===== src/rtl/dmach_pkg.sv =====
package dmach_pkg;

    localparam int WORD_W = 32;
    localparam int BYTE_W = 8;

    // descriptor word indexes (byte offset = index * 4)
    localparam logic [1:0] DW_NEXT = 2'd0;
    localparam logic [1:0] DW_BUF  = 2'd1;
    localparam logic [1:0] DW_LEN  = 2'd2;
    localparam logic [1:0] DW_STAT = 2'd3;

    localparam int STAT_EOF_BIT = 0;
    localparam int STAT_OWN_BIT = 31;

    typedef enum logic [1:0] {
        SEL_ADDR  = 2'd0,
        SEL_COUNT = 2'd1,
        SEL_DESC  = 2'd2,
        SEL_BOUND = 2'd3
    } cfg_sel_e;

    typedef enum logic [3:0] {
        S_IDLE,
        S_SB_WAIT,
        S_SB_XFER,
        S_DCHK,
        S_DFETCH,
        S_CWAIT,
        S_CXFER,
        S_WBLEN,
        S_WBSTAT
    } eng_state_e;

    typedef enum logic [2:0] {
        CYC_NONE,
        CYC_DATA,
        CYC_DESC_RD,
        CYC_WB_LEN,
        CYC_WB_STAT
    } cyc_e;

    typedef struct packed {
        logic [WORD_W-1:0] addr;
        logic [WORD_W-1:0] count;
        logic [WORD_W-1:0] dptr;
        logic [WORD_W-1:0] bound;
    } chan_cfg_t;

    typedef struct packed {
        cyc_e              kind;
        logic [1:0]        widx;
        logic [WORD_W-1:0] data_addr;
        logic [WORD_W-1:0] dptr;
        logic [WORD_W-1:0] wb_len;
        logic              wb_eof;
    } bus_cmd_t;

    function automatic logic [WORD_W-1:0] desc_word_addr(
        input logic [WORD_W-1:0] base, input logic [1:0] idx);
        return base + {{(WORD_W-4){1'b0}}, idx, 2'b00};
    endfunction

    function automatic logic [WORD_W-1:0] released_status(input logic eof);
        logic [WORD_W-1:0] w;
        w = '0;
        w[STAT_EOF_BIT] = eof;
        w[STAT_OWN_BIT] = 1'b0;
        return w;
    endfunction

endpackage


===== src/rtl/dmach_regs.sv =====
module dmach_regs
    import dmach_pkg::*;
(
    input  logic              clk,
    input  logic              rst,
    input  logic              cfg_we,
    input  logic [1:0]        cfg_sel,
    input  logic [WORD_W-1:0] cfg_wdata,
    input  logic              idle,
    output chan_cfg_t         cfg
);

    chan_cfg_t cfg_q;

    always_ff @(posedge clk) begin
        if (rst) begin
            cfg_q <= '0;
        end else if (cfg_we && idle) begin
            case (cfg_sel_e'(cfg_sel))
                SEL_ADDR:  cfg_q.addr  <= cfg_wdata;
                SEL_COUNT: cfg_q.count <= cfg_wdata;
                SEL_DESC:  cfg_q.dptr  <= cfg_wdata;
                SEL_BOUND: cfg_q.bound <= cfg_wdata;
                default:   cfg_q       <= cfg_q;
            endcase
        end
    end

    assign cfg = cfg_q;

endmodule


===== src/rtl/dmach_engine.sv =====
module dmach_engine
    import dmach_pkg::*;
#(
    parameter bit IS_RX = 1'b1,
    parameter int CNT_W = 16
) (
    input  logic              clk,
    input  logic              rst,
    input  chan_cfg_t         cfg,
    input  logic              ch_en,
    input  logic              ch_chain,
    input  logic              mem_gnt,
    input  logic [WORD_W-1:0] mem_rdata,
    input  logic              ser_req,
    input  logic              ser_eof_in,
    output logic              mem_req,
    output bus_cmd_t          cmd,
    output logic              ser_ack,
    output logic              ser_eof_out,
    output logic              busy,
    output logic              bof_flag
);

    localparam logic [CNT_W-1:0] CNT_ONE = CNT_W'(1);

    eng_state_e        st_q;
    logic              en_q;
    logic [WORD_W-1:0] addr_q;
    logic [WORD_W-1:0] dptr_q;
    logic [WORD_W-1:0] next_q;
    logic [CNT_W-1:0]  remain_q;
    logic [CNT_W-1:0]  used_q;
    logic [1:0]        widx_q;
    logic              desc_eof_q;
    logic              frame_eof_q;
    logic              bof_q;

    logic start, granted, last, data_cyc;

    assign start    = ch_en && !en_q;
    assign data_cyc = (st_q == S_SB_XFER) || (st_q == S_CXFER);
    assign granted  = mem_req && mem_gnt;
    assign last     = (remain_q == CNT_ONE);

    always_comb begin
        mem_req = 1'b0;
        cmd.kind = CYC_NONE;
        unique case (st_q)
            S_SB_XFER, S_CXFER: begin mem_req = 1'b1; cmd.kind = CYC_DATA;    end
            S_DFETCH:           begin mem_req = 1'b1; cmd.kind = CYC_DESC_RD; end
            S_WBLEN:            begin mem_req = 1'b1; cmd.kind = CYC_WB_LEN;  end
            S_WBSTAT:           begin mem_req = 1'b1; cmd.kind = CYC_WB_STAT; end
            default:            begin mem_req = 1'b0; cmd.kind = CYC_NONE;    end
        endcase
        cmd.widx      = widx_q;
        cmd.data_addr = addr_q;
        cmd.dptr      = dptr_q;
        cmd.wb_len    = {{(WORD_W-CNT_W){1'b0}}, used_q};
        cmd.wb_eof    = IS_RX ? frame_eof_q : desc_eof_q;
    end

    assign ser_ack     = granted && data_cyc;
    assign ser_eof_out = !IS_RX && ser_ack && (st_q == S_CXFER) && last && desc_eof_q;
    assign busy        = (st_q != S_IDLE);
    assign bof_flag    = bof_q;

    always_ff @(posedge clk) begin
        if (rst) begin
            st_q        <= S_IDLE;
            en_q        <= 1'b0;
            addr_q      <= '0;
            dptr_q      <= '0;
            next_q      <= '0;
            remain_q    <= '0;
            used_q      <= '0;
            widx_q      <= '0;
            desc_eof_q  <= 1'b0;
            frame_eof_q <= 1'b0;
            bof_q       <= 1'b0;
        end else begin
            en_q <= ch_en;
            unique case (st_q)
                S_IDLE: begin
                    if (start) begin
                        bof_q <= 1'b0;
                        if (ch_chain) begin
                            dptr_q <= cfg.dptr;
                            st_q   <= S_DCHK;
                        end else begin
                            addr_q   <= cfg.addr;
                            remain_q <= cfg.count[CNT_W-1:0];
                            st_q     <= S_SB_WAIT;
                        end
                    end
                end
                S_SB_WAIT: begin
                    if (!ch_en)       st_q <= S_IDLE;
                    else if (ser_req) st_q <= S_SB_XFER;
                end
                S_SB_XFER: begin
                    if (granted) begin
                        addr_q   <= addr_q + 1'b1;
                        remain_q <= remain_q - 1'b1;
                        st_q     <= (!ch_en || last) ? S_IDLE : S_SB_WAIT;
                    end
                end
                S_DCHK: begin
                    if (!ch_en) begin
                        st_q <= S_IDLE;
                    end else if (dptr_q == cfg.bound) begin
                        bof_q <= 1'b1;
                        st_q  <= S_IDLE;
                    end else begin
                        widx_q <= DW_NEXT;
                        st_q   <= S_DFETCH;
                    end
                end
                S_DFETCH: begin
                    if (granted) begin
                        widx_q      <= widx_q + 1'b1;
                        used_q      <= '0;
                        frame_eof_q <= 1'b0;
                        case (widx_q)
                            DW_NEXT: next_q     <= mem_rdata;
                            DW_BUF:  addr_q     <= mem_rdata;
                            DW_LEN:  remain_q   <= mem_rdata[CNT_W-1:0];
                            default: desc_eof_q <= mem_rdata[STAT_EOF_BIT];
                        endcase
                        if (!ch_en)
                            st_q <= S_IDLE;
                        else if (widx_q == DW_STAT)
                            st_q <= mem_rdata[STAT_OWN_BIT] ? S_CWAIT : S_IDLE;
                    end
                end
                S_CWAIT: begin
                    if (!ch_en)       st_q <= S_IDLE;
                    else if (ser_req) st_q <= S_CXFER;
                end
                S_CXFER: begin
                    if (granted) begin
                        addr_q   <= addr_q + 1'b1;
                        remain_q <= remain_q - 1'b1;
                        used_q   <= used_q + 1'b1;
                        if (!ch_en) begin
                            st_q <= S_IDLE;
                        end else if (IS_RX) begin
                            if (ser_eof_in) begin
                                frame_eof_q <= 1'b1;
                                st_q        <= S_WBLEN;
                            end else begin
                                st_q <= last ? S_WBLEN : S_CWAIT;
                            end
                        end else begin
                            st_q <= last ? S_WBSTAT : S_CWAIT;
                        end
                    end
                end
                S_WBLEN: begin
                    if (granted) st_q <= ch_en ? S_WBSTAT : S_IDLE;
                end
                S_WBSTAT: begin
                    if (granted) begin
                        dptr_q <= next_q;
                        st_q   <= ch_en ? S_DCHK : S_IDLE;
                    end
                end
                default: st_q <= S_IDLE;
            endcase
        end
    end

endmodule


===== src/rtl/dmach_busmux.sv =====
module dmach_busmux
    import dmach_pkg::*;
#(
    parameter bit IS_RX = 1'b1
) (
    input  bus_cmd_t          cmd,
    input  logic [BYTE_W-1:0] ser_din,
    output logic              mem_we,
    output logic [WORD_W-1:0] mem_addr,
    output logic [WORD_W-1:0] mem_wdata
);

    logic              data_we;
    logic [WORD_W-1:0] data_wdata;

    generate
        if (IS_RX) begin : g_rx
            assign data_we    = 1'b1;
            assign data_wdata = {{(WORD_W-BYTE_W){1'b0}}, ser_din};
        end else begin : g_tx
            assign data_we    = 1'b0;
            assign data_wdata = '0;
        end
    endgenerate

    always_comb begin
        mem_addr  = cmd.data_addr;
        mem_we    = 1'b0;
        mem_wdata = '0;
        unique case (cmd.kind)
            CYC_DATA: begin
                mem_we    = data_we;
                mem_wdata = data_wdata;
            end
            CYC_DESC_RD: mem_addr = desc_word_addr(cmd.dptr, cmd.widx);
            CYC_WB_LEN: begin
                mem_addr  = desc_word_addr(cmd.dptr, DW_LEN);
                mem_we    = 1'b1;
                mem_wdata = cmd.wb_len;
            end
            CYC_WB_STAT: begin
                mem_addr  = desc_word_addr(cmd.dptr, DW_STAT);
                mem_we    = 1'b1;
                mem_wdata = released_status(cmd.wb_eof);
            end
            default: mem_addr = cmd.data_addr;
        endcase
    end

endmodule


===== src/rtl/dmach_chan.sv =====
module dmach_chan
    import dmach_pkg::*;
#(
    parameter bit IS_RX = 1'b1,
    parameter int CNT_W = 16
) (
    input  logic        clk,
    input  logic        rst,
    input  logic        cfg_we,
    input  logic [1:0]  cfg_sel,
    input  logic [31:0] cfg_wdata,
    input  logic        ch_en,
    input  logic        ch_chain,
    output logic        busy,
    output logic        bof_flag,
    output logic        mem_req,
    input  logic        mem_gnt,
    output logic        mem_we,
    output logic [31:0] mem_addr,
    output logic [31:0] mem_wdata,
    input  logic [31:0] mem_rdata,
    input  logic        ser_req,
    input  logic [7:0]  ser_din,
    input  logic        ser_eof_in,
    output logic        ser_ack,
    output logic [7:0]  ser_dout,
    output logic        ser_eof_out
);

    chan_cfg_t cfg;
    bus_cmd_t  cmd;

    dmach_regs u_regs (
        .clk       (clk),
        .rst       (rst),
        .cfg_we    (cfg_we),
        .cfg_sel   (cfg_sel),
        .cfg_wdata (cfg_wdata),
        .idle      (!busy),
        .cfg       (cfg)
    );

    dmach_engine #(.IS_RX(IS_RX), .CNT_W(CNT_W)) u_engine (
        .clk         (clk),
        .rst         (rst),
        .cfg         (cfg),
        .ch_en       (ch_en),
        .ch_chain    (ch_chain),
        .mem_gnt     (mem_gnt),
        .mem_rdata   (mem_rdata),
        .ser_req     (ser_req),
        .ser_eof_in  (ser_eof_in),
        .mem_req     (mem_req),
        .cmd         (cmd),
        .ser_ack     (ser_ack),
        .ser_eof_out (ser_eof_out),
        .busy        (busy),
        .bof_flag    (bof_flag)
    );

    dmach_busmux #(.IS_RX(IS_RX)) u_busmux (
        .cmd       (cmd),
        .ser_din   (ser_din),
        .mem_we    (mem_we),
        .mem_addr  (mem_addr),
        .mem_wdata (mem_wdata)
    );

    assign ser_dout = mem_rdata[BYTE_W-1:0];

endmodule


===== config.mk =====
export PLATFORM = sky130hd
export DESIGN_NAME = dmach_chan
export DESIGN_NICKNAME = d
export VERILOG_FILES = /design/src/rtl/dmach_pkg.sv /design/src/rtl/dmach_regs.sv /design/src/rtl/dmach_engine.sv /design/src/rtl/dmach_busmux.sv /design/src/rtl/dmach_chan.sv
export SDC_FILE = /design/constraint.sdc
export NUM_CORES = 1
export LEC_CHECK = 0
export BUFFER_PORTS_ARGS = -buffer_cell sky130_fd_sc_hd__buf_2
export CELL_PAD_IN_SITES_DETAIL_PLACEMENT = 1
export CELL_PAD_IN_SITES_GLOBAL_PLACEMENT = 1
export CORE_MARGIN = 4
export CORE_UTILIZATION = 49
export DETAILED_ROUTE_END_ITERATION = 10
export GPL_TIMING_DRIVEN = 0
export HOLD_SLACK_MARGIN = 0.12
export PLACE_DENSITY_LB_ADDON = 0.1
export SKIP_CTS_REPAIR_TIMING = 1
export SYNTH_ARGS = -nofsm -noshare
export SYNTH_HDL_FRONTEND = slang
export SYNTH_HIERARCHICAL = 1
export SYNTH_SLANG_ARGS = --single-unit

===== constraint.sdc =====
create_clock -name clk -period 11.1 [get_ports clk]
set_input_delay 1.11 -clock clk [delete_from_list [all_inputs] [get_ports clk]]
set_output_delay 1.11 -clock clk [all_outputs]
set_load 0.05 [all_outputs]

==> results.cfg <==
[sta]
maxSlewViolCount = 0
grt_setup_unrepaired = no
finalSetupTns_ns = 0
period_needed_ns = 6.67
fmax_ghz = 0.150
relSlewSlack = 0.0968
worst_slack_ns = 4.43
min_period_over_period = 0.601
hold_viol_final = 0
clock_skew_ns = 0.0185
tightest_slew_ns = 1.34
finalSetupViolations = 0

[placement]
portBuffers = 141
preCtsSetupSlack_ns = 5.07
dp.cells = 2236
dp_hpwl_um = 45200
place_congestion = 0.964

[synthesis]
ys_warn_count = 6
synthCells = 1695
synth_area_um2 = 14200
avgSynthCellArea_um2 = 8.40

[clocking]
cts.clk_slew.worst_paths_ns = 0.06
htreeDepth = 1
cts_sinks = 249
cts_buffers = 29
clk_latency_ns = 0.55
cts_tree = built
clock_path_buffers = 3
root_buffer = clkbuf_16

[critical_path]
path_max_fanout = 10
path_buf_inv = 5
critPathLaunchType = flip-flop
crit_type = reg -> out
end_kind = output port
crit_top_cell = buf_2
critical_path_required_ns = 9.99
crit_chain = buf_2 > buf_1 > xnor2_1 > and3_1 > buf_2 > nor3b_1 > or2_2 > ha_1 > inv_1 > fa_1 > nand3b_1 > o22ai_1 > nand2b_1 > o311ai_0 > buf_2
cpMaxStageDelayCell = o311ai_0
slowest_delay_ns = 0.58
reg2reg_slack_ns = 8.09
crit_family = simple AND/OR/NAND/NOR gates
worstPathArrival_ns = 5.56

[power]
p_clk_frac = 0.298
power_density_nw_per_um2 = 190
seqPwrFrac = 0.368
p_sw_w = 0.00126
p_sw_frac = 0.405
leakage_nw = 6.25
internal-power_w = 0.00186
p_comb_frac = 0.334
ir_drop_uv = 134

[floorplan]
start_util = 0.496
rows = 62
die_h_um = 178
fp.dieW_um = 178
core_um2 = 28700
io_pins = 160
die-area_um2 = 31800

[routing]
wl_per_cell_um = 26.2
final_antenna_net_count = 0
post-route-drc-count = 0
num_vias = 14500
routed_wl_um = 59900
avgViaCountPerCell = 6.33
drt-initial-drc-count = 1312
drtPass1Iterations = 6

[finish]
diodes = 0
area_delta_synth_final_pct = 15.2
final_layout_size_suffix_gt1_frac = 0.152
final_cells = 2286
final_nets = 1977

[global_routing]
grt_use_met1 = 0.471
antenna_found_initial = 1
grt_use_total = 0.365
grt_pass1_vias = 14600
grt_max_degree = 15
top_usage_layer = met2
overflow = 0
grtUsageMet3 = 0.0697
use_met2 = 0.595
grt_pass1_wl_um = 89300

[job]
cap_violations = 0

[min_path]
hp-class = reg -> reg

[outcome]
status = finished, final reports clean
## power groups by stage
stage	sequential, W	combinational (W)	clock, W
floorplan	0.00108	0.000694	0
global placement	0.00115	0.000976	0
detailed placement	0.00116	0.00100	0
CTS	0.00114	0.00101	0.000939
global route	0.00116	0.00110	0.000978
finish	0.00115	0.00104	0.000931
## layout by cell type, fill, tap and decap left out, types with 12 or more instances in the layout
| cell type | n |
|---|---|
| buf_2 | 172 |
| a22o_1 | 21 |
| a31oi_1 | 23 |
| xor2_1 | 12 |
| a211oi_1 | 39 |
| dfxtp_1 | 249 |
| clkbuf_1 | 77 |
| a221o_1 | 13 |
| nand4_1 | 39 |
| o21ai_0 | 69 |
| inv_1 | 23 |
| conb_1 | 17 |
| nor4_1 | 20 |
| clkbuf_16 | 29 |
| nor3_1 | 38 |
| and2_1 | 28 |
| xnor2_1 | 46 |
| nand2_1 | 148 |
| buf_4 | 34 |
| nand2b_1 | 151 |
| a21oi_1 | 95 |
| a22oi_1 | 18 |
| nor2_1 | 106 |
| mux2i_1 | 156 |
| nand3_1 | 44 |
## layer usage
| metal | vias to the layer above | routed length [um] |
|---|---|---|
| met2 | 651 | 27600 |
| met1 | 7175 | 24400 |
| met5 | - | 7 |
| met4 | 2 | 2890 |
| met3 | 168 | 4980 |
| li1 | 6463 | - |
## tightest hold or removal path: stages (launching register included)
cell and delay, ns:
dfxtp_1 0.31, nand2_1 0.05, a21oi_1 0.05
## area by class of cell
type	count	area [um2]
Clock buffer	40	837
Clock inverter	10	82.6
Sequential cell	249	4980
Inverter	25	93.8
Multi-Input combinational cell	1286	8440
Timing Repair Buffer	141	706
Tap cell	384	480
Buffer	151	778
Fill cell	3508	12300
## sequential cells by signal, indices dropped and copies added (netlist names)
| signal | count |
|---|---|
| u_engine/next_q | 32 |
| u_engine/addr_q | 32 |
| u_engine/used_q | 16 |
| u_engine/bof_flag | 1 |
| u_engine/dptr_q | 32 |
| u_engine/remain_q | 16 |
| u_engine/frame_eof_q | 1 |
| u_engine/widx_q | 2 |
| u_engine/en_q | 1 |
| u_regs/cfg | 112 |
| u_engine/st_q | 4 |
## final timing paths
check	startpoint	to	cells past startpoint
setup / recovery	u_engine/st_q[0]	mem_addr[12]	15
hold / removal	u_engine/next_q[17]	u_engine/next_q[17]	2
setup reg to reg	u_engine/st_q[0]	u_engine/next_q[22]	7
hold reg to reg	u_engine/next_q[17]	u_engine/next_q[17]	2
## metrics by stage
step | power (W) | instance area (um2) | hold WS [ns] | utilization
2_1_floorplan | 0.00177 | 14300 | 0.436 | -
3_3_place_gp | 0.00213 | 15500 | 0.443 | 0.539
3_5_place_dp | 0.00216 | 15500 | 0.453 | 0.539
4_1_cts | 0.00309 | 16400 | 0.462 | 0.571
5_1_grt | 0.00323 | 16400 | 0.481 | 0.571
6_report | 0.00312 | 16400 | 0.461 | 0.571
Note: power is estimated with default switching activity, not from simulation.
